### src/rtl/eeprom_i2c_pkg.sv
package eeprom_i2c_pkg;

    localparam int DATA_W      = 8;
    localparam int STRAP_W     = 3;
    localparam logic [3:0] DEV_TYPE = 4'b1010;

    typedef enum logic [2:0] {
        ST_IDLE,
        ST_DEV,
        ST_AHI,
        ST_ALO,
        ST_WDAT,
        ST_RDAT
    } slv_state_t;

    typedef struct packed {
        logic scl;
        logic sda;
        logic rise;
        logic fall;
        logic start;
        logic stop;
    } bus_evt_t;

    function automatic logic dev_match(input logic [DATA_W-1:0] sel,
                                       input logic [STRAP_W-1:0] strap);
        return (sel[DATA_W-1 -: 4] == DEV_TYPE) && (sel[STRAP_W:1] == strap);
    endfunction

endpackage

### src/rtl/i2c_line_sync.sv
module i2c_line_sync
    import eeprom_i2c_pkg::*;
#(
    parameter int STAGES = 2
) (
    input  logic     clk,
    input  logic     rst,
    input  logic     scl_i,
    input  logic     sda_i,
    output bus_evt_t evt_o
);

    logic [STAGES-1:0] scl_pipe;
    logic [STAGES-1:0] sda_pipe;
    logic              scl_d;
    logic              sda_d;
    logic              scl_s;
    logic              sda_s;

    assign scl_s = scl_pipe[STAGES-1];
    assign sda_s = sda_pipe[STAGES-1];

    always_ff @(posedge clk) begin
        if (rst) begin
            scl_pipe <= '1;
            sda_pipe <= '1;
            scl_d    <= 1'b1;
            sda_d    <= 1'b1;
        end else begin
            scl_pipe <= {scl_pipe[STAGES-2:0], scl_i};
            sda_pipe <= {sda_pipe[STAGES-2:0], sda_i};
            scl_d    <= scl_s;
            sda_d    <= sda_s;
        end
    end

    always_comb begin
        evt_o.scl   = scl_s;
        evt_o.sda   = sda_s;
        evt_o.rise  = scl_s & ~scl_d;
        evt_o.fall  = ~scl_s & scl_d;
        // data edges while the clock stays high frame a transaction
        evt_o.start = scl_s & scl_d & sda_d & ~sda_s;
        evt_o.stop  = scl_s & scl_d & ~sda_d & sda_s;
    end

endmodule

### src/rtl/eeprom_word_pointer.sv
module eeprom_word_pointer
    import eeprom_i2c_pkg::*;
#(
    parameter int ADDR_W    = 13,
    parameter int PAGE_BITS = 6,
    parameter bit PROT_TOP  = 1'b0
) (
    input  logic              clk,
    input  logic              rst,
    input  logic [DATA_W-1:0] rx_byte_i,
    input  logic              ld_hi_i,
    input  logic              ld_lo_i,
    input  logic              step_page_i,
    input  logic              step_linear_i,
    input  logic              wp_i,
    output logic [ADDR_W-1:0] ptr_o,
    output logic              locked_o
);

    localparam int HI_W = ADDR_W - DATA_W;

    logic [HI_W-1:0]   hi_q;
    logic [ADDR_W-1:0] ptr_q;
    logic [1:0]        quarter;
    logic              in_region;
    logic              unused_hi_bits;

    assign unused_hi_bits = ^rx_byte_i[DATA_W-1:HI_W];

    always_ff @(posedge clk) begin
        if (rst) begin
            hi_q  <= '0;
            ptr_q <= '0;
        end else begin
            if (ld_hi_i)
                hi_q <= rx_byte_i[HI_W-1:0];
            if (ld_lo_i)
                ptr_q <= {hi_q, rx_byte_i};
            else if (step_page_i)
                ptr_q <= {ptr_q[ADDR_W-1:PAGE_BITS], ptr_q[PAGE_BITS-1:0] + 1'b1};
            else if (step_linear_i)
                ptr_q <= ptr_q + 1'b1;
        end
    end

    assign quarter = ptr_q[ADDR_W-1 -: 2];

    generate
        if (PROT_TOP) begin : g_lock_top
            assign in_region = &quarter;
        end else begin : g_lock_bottom
            assign in_region = ~|quarter;
        end
    endgenerate

    assign ptr_o    = ptr_q;
    assign locked_o = wp_i & in_region;

endmodule

### src/rtl/eeprom_i2c_proto.sv
module eeprom_i2c_proto
    import eeprom_i2c_pkg::*;
(
    input  logic               clk,
    input  logic               rst,
    input  bus_evt_t           evt_i,
    input  logic [STRAP_W-1:0] strap_i,
    input  logic               busy_i,
    input  logic               locked_i,
    input  logic [DATA_W-1:0]  rd_data_i,
    output logic               sda_oe_o,
    output logic [DATA_W-1:0]  rx_byte_o,
    output logic               ld_hi_o,
    output logic               ld_lo_o,
    output logic               step_page_o,
    output logic               step_linear_o,
    output logic               wr_valid_o,
    output logic [DATA_W-1:0]  wr_data_o,
    output logic               wr_commit_o
);

    localparam int CNT_W = $clog2(DATA_W + 2);
    localparam logic [CNT_W-1:0] BYTE_BITS = CNT_W'(DATA_W);
    localparam logic [CNT_W-1:0] ACK_SLOT  = CNT_W'(DATA_W + 1);

    slv_state_t        state;
    slv_state_t        next_st;
    logic [CNT_W-1:0]  bitcnt;
    logic              ack_phase;
    logic [DATA_W-1:0] shreg;
    logic              first_data;
    logic              any_wr;
    logic              mack;
    logic              dev_hit;
    logic              unused_scl;

    assign unused_scl = evt_i.scl;
    assign dev_hit    = dev_match(shreg, strap_i) && !busy_i;
    assign rx_byte_o  = shreg;

    always_ff @(posedge clk) begin
        if (rst) begin
            state         <= ST_IDLE;
            next_st       <= ST_IDLE;
            bitcnt        <= '0;
            ack_phase     <= 1'b0;
            shreg         <= '0;
            first_data    <= 1'b0;
            any_wr        <= 1'b0;
            mack          <= 1'b0;
            sda_oe_o      <= 1'b0;
            ld_hi_o       <= 1'b0;
            ld_lo_o       <= 1'b0;
            step_page_o   <= 1'b0;
            step_linear_o <= 1'b0;
            wr_valid_o    <= 1'b0;
            wr_data_o     <= '0;
            wr_commit_o   <= 1'b0;
        end else begin
            ld_hi_o       <= 1'b0;
            ld_lo_o       <= 1'b0;
            step_page_o   <= 1'b0;
            step_linear_o <= 1'b0;
            wr_valid_o    <= 1'b0;
            wr_commit_o   <= 1'b0;

            if (evt_i.start) begin
                state     <= ST_DEV;
                bitcnt    <= '0;
                ack_phase <= 1'b0;
                sda_oe_o  <= 1'b0;
            end else if (evt_i.stop) begin
                state       <= ST_IDLE;
                bitcnt      <= '0;
                ack_phase   <= 1'b0;
                sda_oe_o    <= 1'b0;
                wr_commit_o <= any_wr;
                any_wr      <= 1'b0;
            end else begin
                case (state)
                    ST_IDLE: begin
                    end

                    ST_RDAT: begin
                        if (evt_i.rise && bitcnt == ACK_SLOT) begin
                            mack          <= ~evt_i.sda;
                            step_linear_o <= 1'b1;
                        end
                        if (evt_i.fall) begin
                            if (bitcnt < BYTE_BITS) begin
                                sda_oe_o <= ~shreg[DATA_W-1];
                                shreg    <= {shreg[DATA_W-2:0], 1'b0};
                                bitcnt   <= bitcnt + 1'b1;
                            end else if (bitcnt == BYTE_BITS) begin
                                sda_oe_o <= 1'b0;
                                bitcnt   <= ACK_SLOT;
                            end else if (mack) begin
                                sda_oe_o <= ~rd_data_i[DATA_W-1];
                                shreg    <= {rd_data_i[DATA_W-2:0], 1'b0};
                                bitcnt   <= CNT_W'(1);
                            end else begin
                                sda_oe_o <= 1'b0;
                                state    <= ST_IDLE;
                            end
                        end
                    end

                    default: begin
                        if (evt_i.rise && bitcnt < BYTE_BITS) begin
                            shreg  <= {shreg[DATA_W-2:0], evt_i.sda};
                            bitcnt <= bitcnt + 1'b1;
                        end
                        if (evt_i.fall && ack_phase) begin
                            ack_phase <= 1'b0;
                            bitcnt    <= '0;
                            state     <= next_st;
                            if (next_st == ST_RDAT) begin
                                sda_oe_o <= ~rd_data_i[DATA_W-1];
                                shreg    <= {rd_data_i[DATA_W-2:0], 1'b0};
                                bitcnt   <= CNT_W'(1);
                            end else begin
                                sda_oe_o <= 1'b0;
                            end
                        end else if (evt_i.fall && bitcnt == BYTE_BITS) begin
                            case (state)
                                ST_DEV: begin
                                    if (dev_hit) begin
                                        sda_oe_o  <= 1'b1;
                                        ack_phase <= 1'b1;
                                        next_st   <= shreg[0] ? ST_RDAT : ST_AHI;
                                    end else begin
                                        state <= ST_IDLE;
                                    end
                                end
                                ST_AHI: begin
                                    sda_oe_o  <= 1'b1;
                                    ack_phase <= 1'b1;
                                    ld_hi_o   <= 1'b1;
                                    next_st   <= ST_ALO;
                                end
                                ST_ALO: begin
                                    sda_oe_o   <= 1'b1;
                                    ack_phase  <= 1'b1;
                                    ld_lo_o    <= 1'b1;
                                    first_data <= 1'b1;
                                    next_st    <= ST_WDAT;
                                end
                                default: begin
                                    if (first_data && locked_i) begin
                                        state <= ST_IDLE;
                                    end else begin
                                        sda_oe_o    <= 1'b1;
                                        ack_phase   <= 1'b1;
                                        wr_valid_o  <= 1'b1;
                                        wr_data_o   <= shreg;
                                        step_page_o <= 1'b1;
                                        any_wr      <= 1'b1;
                                        first_data  <= 1'b0;
                                        next_st     <= ST_WDAT;
                                    end
                                end
                            endcase
                        end
                    end
                endcase
            end
        end
    end

endmodule

### src/rtl/eeprom_i2c_slave.sv
module eeprom_i2c_slave
    import eeprom_i2c_pkg::*;
#(
    parameter int ADDR_W      = 13,
    parameter int PAGE_BITS   = 6,
    parameter int SYNC_STAGES = 2,
    parameter bit PROT_TOP    = 1'b0
) (
    input  logic               clk,
    input  logic               rst,
    input  logic               scl_i,
    input  logic               sda_i,
    output logic               sda_oe_o,
    input  logic [STRAP_W-1:0] strap_i,
    input  logic               busy_i,
    input  logic               wp_i,
    output logic [ADDR_W-1:0]  rd_addr_o,
    input  logic [DATA_W-1:0]  rd_data_i,
    output logic               wr_valid_o,
    output logic [ADDR_W-1:0]  wr_addr_o,
    output logic [DATA_W-1:0]  wr_data_o,
    output logic               wr_commit_o
);

    bus_evt_t          bus_evt;
    logic [DATA_W-1:0] rx_byte;
    logic              ld_hi;
    logic              ld_lo;
    logic              step_page;
    logic              step_linear;
    logic              locked;
    logic [ADDR_W-1:0] ptr;
    logic              scl_lvl;
    logic              start_det;
    logic              stop_det;

    assign scl_lvl   = bus_evt.scl;
    assign start_det = bus_evt.start;
    assign stop_det  = bus_evt.stop;

    i2c_line_sync #(
        .STAGES (SYNC_STAGES)
    ) u_sync (
        .clk   (clk),
        .rst   (rst),
        .scl_i (scl_i),
        .sda_i (sda_i),
        .evt_o (bus_evt)
    );

    eeprom_word_pointer #(
        .ADDR_W    (ADDR_W),
        .PAGE_BITS (PAGE_BITS),
        .PROT_TOP  (PROT_TOP)
    ) u_ptr (
        .clk           (clk),
        .rst           (rst),
        .rx_byte_i     (rx_byte),
        .ld_hi_i       (ld_hi),
        .ld_lo_i       (ld_lo),
        .step_page_i   (step_page),
        .step_linear_i (step_linear),
        .wp_i          (wp_i),
        .ptr_o         (ptr),
        .locked_o      (locked)
    );

    eeprom_i2c_proto u_proto (
        .clk           (clk),
        .rst           (rst),
        .evt_i         (bus_evt),
        .strap_i       (strap_i),
        .busy_i        (busy_i),
        .locked_i      (locked),
        .rd_data_i     (rd_data_i),
        .sda_oe_o      (sda_oe_o),
        .rx_byte_o     (rx_byte),
        .ld_hi_o       (ld_hi),
        .ld_lo_o       (ld_lo),
        .step_page_o   (step_page),
        .step_linear_o (step_linear),
        .wr_valid_o    (wr_valid_o),
        .wr_data_o     (wr_data_o),
        .wr_commit_o   (wr_commit_o)
    );

    assign rd_addr_o = ptr;
    assign wr_addr_o = ptr;

endmodule

### config.mk
export PLATFORM = sky130hd
export DESIGN_NAME = eeprom_i2c_slave
export DESIGN_NICKNAME = d
export VERILOG_FILES = /design/src/rtl/eeprom_i2c_pkg.sv /design/src/rtl/i2c_line_sync.sv /design/src/rtl/eeprom_word_pointer.sv /design/src/rtl/eeprom_i2c_proto.sv /design/src/rtl/eeprom_i2c_slave.sv
export SDC_FILE = /design/constraint.sdc
export NUM_CORES = 1
export LEC_CHECK = 0
export BUFFER_PORTS_ARGS = -buffer_cell sky130_fd_sc_hd__buf_2
export CAP_MARGIN = 20
export CORE_ASPECT_RATIO = 1.5
export CORE_UTILIZATION = 50
export CTS_CLUSTER_SIZE = 20
export DETAILED_ROUTE_END_ITERATION = 7
export PLACE_DENSITY = 0.75
export SLEW_MARGIN = 20
export SYNTH_ARGS = -nofsm -noshare
export SYNTH_HDL_FRONTEND = slang
export SYNTH_SLANG_ARGS = --single-unit
### constraint.sdc
create_clock -name clk -period 1.8 [get_ports clk]
set_input_delay 0.27 -clock clk [delete_from_list [all_inputs] [get_ports clk]]
set_output_delay 0.27 -clock clk [all_outputs]
set_load 0.02 [all_outputs]
==> reports/qor.tcl, run 1 <==
set qor(total_power_w) 0.00279
set qor(drt_pass1_iterations) 4
set qor(final_net_count) 454
set qor(worstMarginPinSlew_ns) 0.405
set qor(outcome) {complete, no violations}
set qor(post-synth-top-count-cell) {sky130_fd_sc_hd__dfxtp_1}
set qor(fp.dieH_um) 98.4
set qor(netlist_top_cells_area) {sky130_fd_sc_hd__dfxtp_1, sky130_fd_sc_hd__nor2_1, sky130_fd_sc_hd__mux2i_1}
set qor(netlist_area_um2) 3100
set qor(boundaryPins) 54
set qor(placeableCoreArea_um2) 5870
set qor(post_syn_instances) 359
set qor(cts_root_buf) {sky130_fd_sc_hd__clkbuf_8}
set qor(power.ir.vdd_worst_uv) 622
set qor(dp.cells) 492
set qor(htree_levels) 3
set qor(drt-initial-drc-count) 116
set qor(ant_nets_after_route) 0
set qor(yosys_warnings) 0
set qor(finalHoldViolCount) 0
set qor(tns_ns) 0
set qor(critPathArrivalTime_ns) 1.94
set qor(drc_errors) 0
set qor(max-clock-path-buffers) 2
set qor(insertion_delay_ns) 0.35
set qor(place.port_buffers) 53
set qor(worst_setup_path_end_kind) {register}
set qor(grt_util_all_layers_pct) 26.0
set qor(ys.flop_type) {sky130_fd_sc_hd__dfxtp_1}
set qor(period_needed_ns) 1.73
set qor(worstPathCellList) {nand4b_1 -> buf_4 -> or4_1 -> a21oi_1 -> nor2_1}
set qor(synth_sequential_area_ratio_pct) 38.8
set qor(tritoncts.num_buffers) 9
set qor(synthToLayoutAreaGrowth_pct) 24.7
set qor(filler_cell_count) 523
set qor(clk_transition_reported_paths_ns) 0.07
set qor(synth_top_cell_area_share_pct) 38.8
set qor(startpoint_type) {register}
set qor(netlist.top_cell.by_area) {sky130_fd_sc_hd__dfxtp_1}
set qor(synthesis.nets) 380
set qor(postSynthRegisterBits) 60
set qor(tritoncts) {done}
set qor(dpl-instance-area_um2) 3570
set qor(worstHoldPathType) {input pin to register}
set qor(initial_utilization_pct) 52.8
set qor(worstPathRequired_ns) 2.02
set qor(slowest_stage) {sky130_fd_sc_hd__or4_1}
set qor(detail_route.wirelength_um) 8090
set qor(power_per_cell_area_nw_per_um2) 723
set qor(post_route_cells_drive_above_1_share_pct) 32.2
set qor(dp.final_hpwl_um) 6010
set qor(vias_per_cell) 5.65
set qor(slew-limit-headroom_pct) 73.0
set qor(netlist_top_cells_count) {sky130_fd_sc_hd__dfxtp_1, sky130_fd_sc_hd__nor2_1, sky130_fd_sc_hd__a21oi_1, sky130_fd_sc_hd__mux2i_1, sky130_fd_sc_hd__nand2_1}
set qor(grt_start_max_net_pins) 38
set qor(antenna_found_initial) 0
set qor(ys_types) 54
set qor(via_count) 2882
set qor(setup_clock_skew_after_layout_ns) 0.0113
set qor(fmax_mhz) 579
set qor(avgSynthCellArea_um2) 8.63
set qor(finish.utilization_pct) 65.8
set qor(critical_path_class) {register to register}
set qor(grt.overflow.total) 0
set qor(weighted_congestion_reported_at_the_end_of_routability_driven_placement) 0.963
set qor(final-setup-viol-count) 0
set qor(count_of_non_filler_cells_in_the_finished_layout) 510
set qor(route.detailed.wl_per_inst_um) 15.9
set qor(ys_async_sr_fraction_pct) 0
set qor(p_leak_nw) 1.68
set qor(cts.sinks) 60
set qor(die_w_um) 66.3
set qor(row_count) 34
set qor(maxSlewViolCount) 0
set qor(first_pass_grt_wire_length_um) 12900
set qor(dieArea_um2) 6520
set qor(crit_fanout) 9
set qor(max_cap_violations) 0
set qor(max_stage_delay_ns) 0.56
set qor(first_global_vias) 2798
set qor(n_antenna_cell) 0
set qor(post_route_cell_area_um2) 3860
set qor(final.period_utilization_pct) 95.9
set qor(synth_edf_count) 0
-- registers in the layout, indices dropped and copies added, names as in the netlist --
register / cells
u_proto.ack_phase: 1
u_proto.ld_hi_o: 1
u_proto.sda_oe_o: 1
u_sync.scl_pipe: 2
u_proto.ld_lo_o: 1
u_sync.sda_d: 1
u_proto.any_wr: 1
u_proto.mack: 1
u_proto.wr_data_o: 8
u_sync.sda_pipe: 2
u_proto.step_page_o: 1
u_proto.next_st: 3
u_proto.wr_commit_o: 1
u_proto.state: 3
u_proto.step_linear_o: 1
u_ptr.ptr_o: 13
u_ptr.hi_q: 5
u_proto.first_data: 1
u_proto.bitcnt: 4
u_proto.rx_byte_o: 8
u_sync.scl_d: 1
-- path summary, 6_finish.rpt --
| kind | start | end | slack, ns | depth (start not counted) |
|---|---|---|---|---|
| setup / recovery | u_proto.state[0] | u_proto.mack | 0.07 | 5 |
| hold / removal | sda_i | u_sync.sda_pipe[0] | 0.11 | 2 |
| setup reg to reg | u_proto.state[0] | u_proto.mack | 0.07 | 5 |
| hold reg to reg | u_sync.scl_pipe[0] | u_sync.scl_pipe[1] | 0.41 | 1 |
-- report_power, final --
group	leakage [nW]	internal [W]	switching [W]	total [W]
Sequential	0.486	0.00133	0.00000561	0.00134
Combinational	1.09	0.0000427	0.0000584	0.000101
Clock	0.110	0.000785	0.000569	0.00135
Total	1.68	0.00216	0.000633	0.00279
-- critical path: cells and delay by family, from the launching register on --
kind,cells,cell delay [ns]
AOI/OAI and AO/OA,1,0.18
buffers and inverters,1,0.20
DFF,1,0.42
and+or+nand+nor,3,0.80
-- cell families after synthesis --
| family | share of synthesized area [%] |
|---|---|
| buffers and inverters | 7.11 |
| XOR/XNOR | 4.24 |
| AND/OR/NAND/NOR | 24.8 |
| flip-flops | 38.8 |
| AO/OA/AOI/OAI | 16.8 |
| multiplexers | 6.66 |
| adder cells (fa/ha/maj) | 1.62 |
-- area by class of cell --
class / instances / area (um^2) / area share, %
inverters: 13 / 48.8 / 1.26
clock inverters: 7 / 98.8 / 2.56
flip-flops and latches: 60 / 1210 / 31.3
well taps: 72 / 90.1 / 2.33
clock buffers: 9 / 124 / 3.21
multi-input cells: 256 / 1720 / 44.6
repair buffers: 93 / 569 / 14.7
-- stage by stage --
stage | hold WS (ns) | setup WS, ns
final | 0.113 | 0.0739
after global routing | 0.107 | -0.0233
after CTS | 0.104 | 0.00819
after detailed placement | 0.399 | -0.116
after global placement | 0.399 | -0.108
after floorplan | 0.374 | 0.0332
-- cell usage in the layout, fill, tap and decap left out, drive strengths merged, types with 3 or more instances in the layout --
cell and n:
xor2 8, a22oi 7, and3b 3, mux2i 18
buf 93, nor2 50, nand2b 9, o2bb2ai 7
xnor2 7, inv 14, ha 4, clkinv 3
nand3b 3, nor4 5, a21oi 19, nor2b 8
nand4 5, nand3 11, o21ai 14, nand2 15
or2 9, clkbuf 9, nor3 8, dfxtp 60
or3 6, a211oi 7
-- repair_timing --
| action | CTS | global route |
|---|---|---|
| gates resized for setup | 4 | 14 |
| hold buffers | 0 | 0 |
| setup buffers | 1 | 1 |
| pin swaps | 2 | 6 |
| endpoints found under the setup margin | 3 | 19 |
| cloned | 0 | 0 |
-- metal layers --
layer	up-vias	part of all wire [%]	global-route usage, %
met5	-	0	0
met4	0	2.9	10.6
met3	21	3.6	5.14
met2	76	55	48.2
met1	1366	39	27.6
li1	1419	-	-
No activity file was read; power rests on OpenSTA's default activity.
==> inputs of run 2 (changes only) <==
- clock period: 1.8 -> 1.5 ns (I/O delays scaled with it)
==> reports/qor.tcl, run 2 (synthesis results as in run 1) <==
set qor(outcome) {finished, violations left}
set qor(failed_checks) {setup timing}
set qor(tns_ns) -4.94
set qor(crit_fanout) 3
set qor(power_per_cell_area_nw_per_um2) 691
set qor(grt.overflow.total) 0
set qor(insertion_delay_ns) 0.35
set qor(first_global_vias) 3079
set qor(ant_nets_after_route) 0
set qor(place.port_buffers) 53
set qor(power_report.internal_total_w) 0.00243
set qor(switching_share_pct) 24.9
set qor(die_w_um) 66.3
set qor(maxSlewViolCount) 0
set qor(weighted_congestion_reported_at_the_end_of_routability_driven_placement) 0.909
set qor(fp.dieH_um) 98.4
set qor(filler_cell_count) 346
set qor(critPathArrivalTime_ns) 1.99
set qor(count_of_non_filler_cells_in_the_finished_layout) 561
set qor(dp.cells) 530
set qor(largest_register_ffs) 13
set qor(slew-limit-headroom_pct) 67.7
set qor(total_power_w) 0.00324
set qor(post_route_cells_drive_above_1_share_pct) 54.0
set qor(p_leak_nw) 2.04
set qor(tritoncts) {done}
set qor(slowest_stage) {sky130_fd_sc_hd__dfxtp_2}
set qor(max_cap_violations) 0
set qor(placeableCoreArea_um2) 5870
set qor(post_route_cell_area_um2) 4680
set qor(most_used_cells_in_the_layout_excluding_fill_and_tap_cells) {sky130_fd_sc_hd__buf_4, sky130_fd_sc_hd__buf_2, sky130_fd_sc_hd__nor2_1, sky130_fd_sc_hd__dfxtp_1, sky130_fd_sc_hd__mux2i_1}
set qor(critical-path-top-delay-family) {simple AND/OR/NAND/NOR gates}
set qor(worstPathRequired_ns) 1.74
set qor(row_count) 34
set qor(grt_util_all_layers_pct) 28.8
set qor(power_switching_w) 0.000807
set qor(synthToLayoutAreaGrowth_pct) 51.1
set qor(htree_levels) 3
set qor(boundaryPins) 54
set qor(n_antenna_cell) 0
set qor(cts_root_buf) {sky130_fd_sc_hd__clkbuf_8}
set qor(met2_length_um) 5260
set qor(critical_path_buf_inv_count) 1
set qor(final_net_count) 505
set qor(setup_clock_skew_after_layout_ns) 0.00944
set qor(max_stage_delay_ns) 0.33
set qor(drt_pass1_iterations) 4
set qor(fmax_mhz) 570
set qor(dp.final_hpwl_um) 6460
set qor(final_common_cell) {sky130_fd_sc_hd__buf_4}
set qor(final-setup-viol-count) 33
set qor(initial_utilization_pct) 52.8
set qor(detail_route.wirelength_um) 10100
set qor(grt_start_max_net_pins) 35
set qor(drc_errors) 0
set qor(critical_path_class) {register to register}
set qor(seq_power_share_pct) 49.1
set qor(via_count) 3286
set qor(cts.sinks) 60
set qor(antenna_found_initial) 0
set qor(dieArea_um2) 6520
set qor(finalWorstSetupSlack_ns) -0.254
set qor(max-clock-path-buffers) 2
set qor(pwr-share-comb_pct) 5.0
set qor(worstHoldPathType) {input pin to register}
set qor(first_pass_grt_wire_length_um) 14000
set qor(tritoncts.num_buffers) 9
set qor(worst_setup_path_end_kind) {register}
set qor(post_place_worst_slack_ns) -0.268
set qor(highest-signal-layer) {met4}
set qor(startpoint_type) {register}
set qor(period_needed_ns) 1.75
set qor(worstPathCellList) {inv_2 -> ha_4 -> nand3b_1 -> nor3_2 -> o221ai_2 -> o211ai_2 -> mux2_4}
set qor(vias_per_cell) 5.86
set qor(clock_power_share_pct) 45.9
set qor(wl_met1_um) 3670
set qor(power.ir.vdd_worst_uv) 735
set qor(dpl-instance-area_um2) 3960
set qor(hold_buffers) 0
set qor(final.period_utilization_pct) 117
set qor(met3WireLength_um) 466
set qor(drt-initial-drc-count) 191
set qor(finalHoldViolCount) 0
set qor(worstMarginPinSlew_ns) 0.483
set qor(clk_transition_reported_paths_ns) 0.08
set qor(rsz_0062_raised_after_global_routing) {yes}
set qor(route.detailed.wl_per_inst_um) 18.0
## run 2: worst paths after layout
kind / start / end / slack (ns) / cells past startpoint
worst max-delay path: u_proto.bitcnt[0] / u_proto.state[0] / -0.25 / 7
worst min-delay path: scl_i / u_sync.scl_pipe[0] / 0.05 / 2
worst max register to register: u_proto.bitcnt[0] / u_proto.state[0] / -0.25 / 7
worst min register to register: u_sync.sda_pipe[0] / u_sync.sda_pipe[1] / 0.42 / 1
## run 2: repair_timing
action	CTS	global route
endpoints found under the setup margin	36	43
gates resized for setup	37	62
buffers inserted	9	9
pin swaps	15	21
cloned	0	1
## run 2: power by group through the flow
stage	Combinational (W)	Clock (W)	Sequential, W
detailed placement	0.000134	0	0.00163
CTS	0.000144	0.00149	0.00159
floorplan	0.0000722	0	0.00163
global route	0.000172	0.00159	0.00159
finish	0.000163	0.00149	0.00159
global placement	0.000132	0	0.00163
## run 2: routing by layer
| layer | up-vias | GRT usage, % |
|---|---|---|
| met1 | 1581 | 27.5 |
| met4 | 0 | 17.7 |
| met3 | 50 | 6.54 |
| li1 | 1521 | - |
| met5 | - | 0 |
| met2 | 134 | 53.1 |
## run 2: cell type report
type                            instances  area [um^2]  share of cell area, %
Clock buffer                            9          124                   2.65
Clock inverter                          7         75.1                   1.60
Inverter                               13         51.3                   1.10
Multi-Input combinational cell        256         2110                   45.1
Sequential cell                        60         1250                   26.7
Tap cell                               72         90.1                   1.92
Timing Repair Buffer                  144          980                   20.9
## run 2: metrics by stage
stage | hold WS (ns) | util (%)
global placement | 0.399 | 67.4
floorplan | 0.329 | -
detailed placement | 0.401 | 67.4
CTS | 0.0508 | 74.2
global route | 0.0429 | 79.8
finish | 0.0543 | 79.8
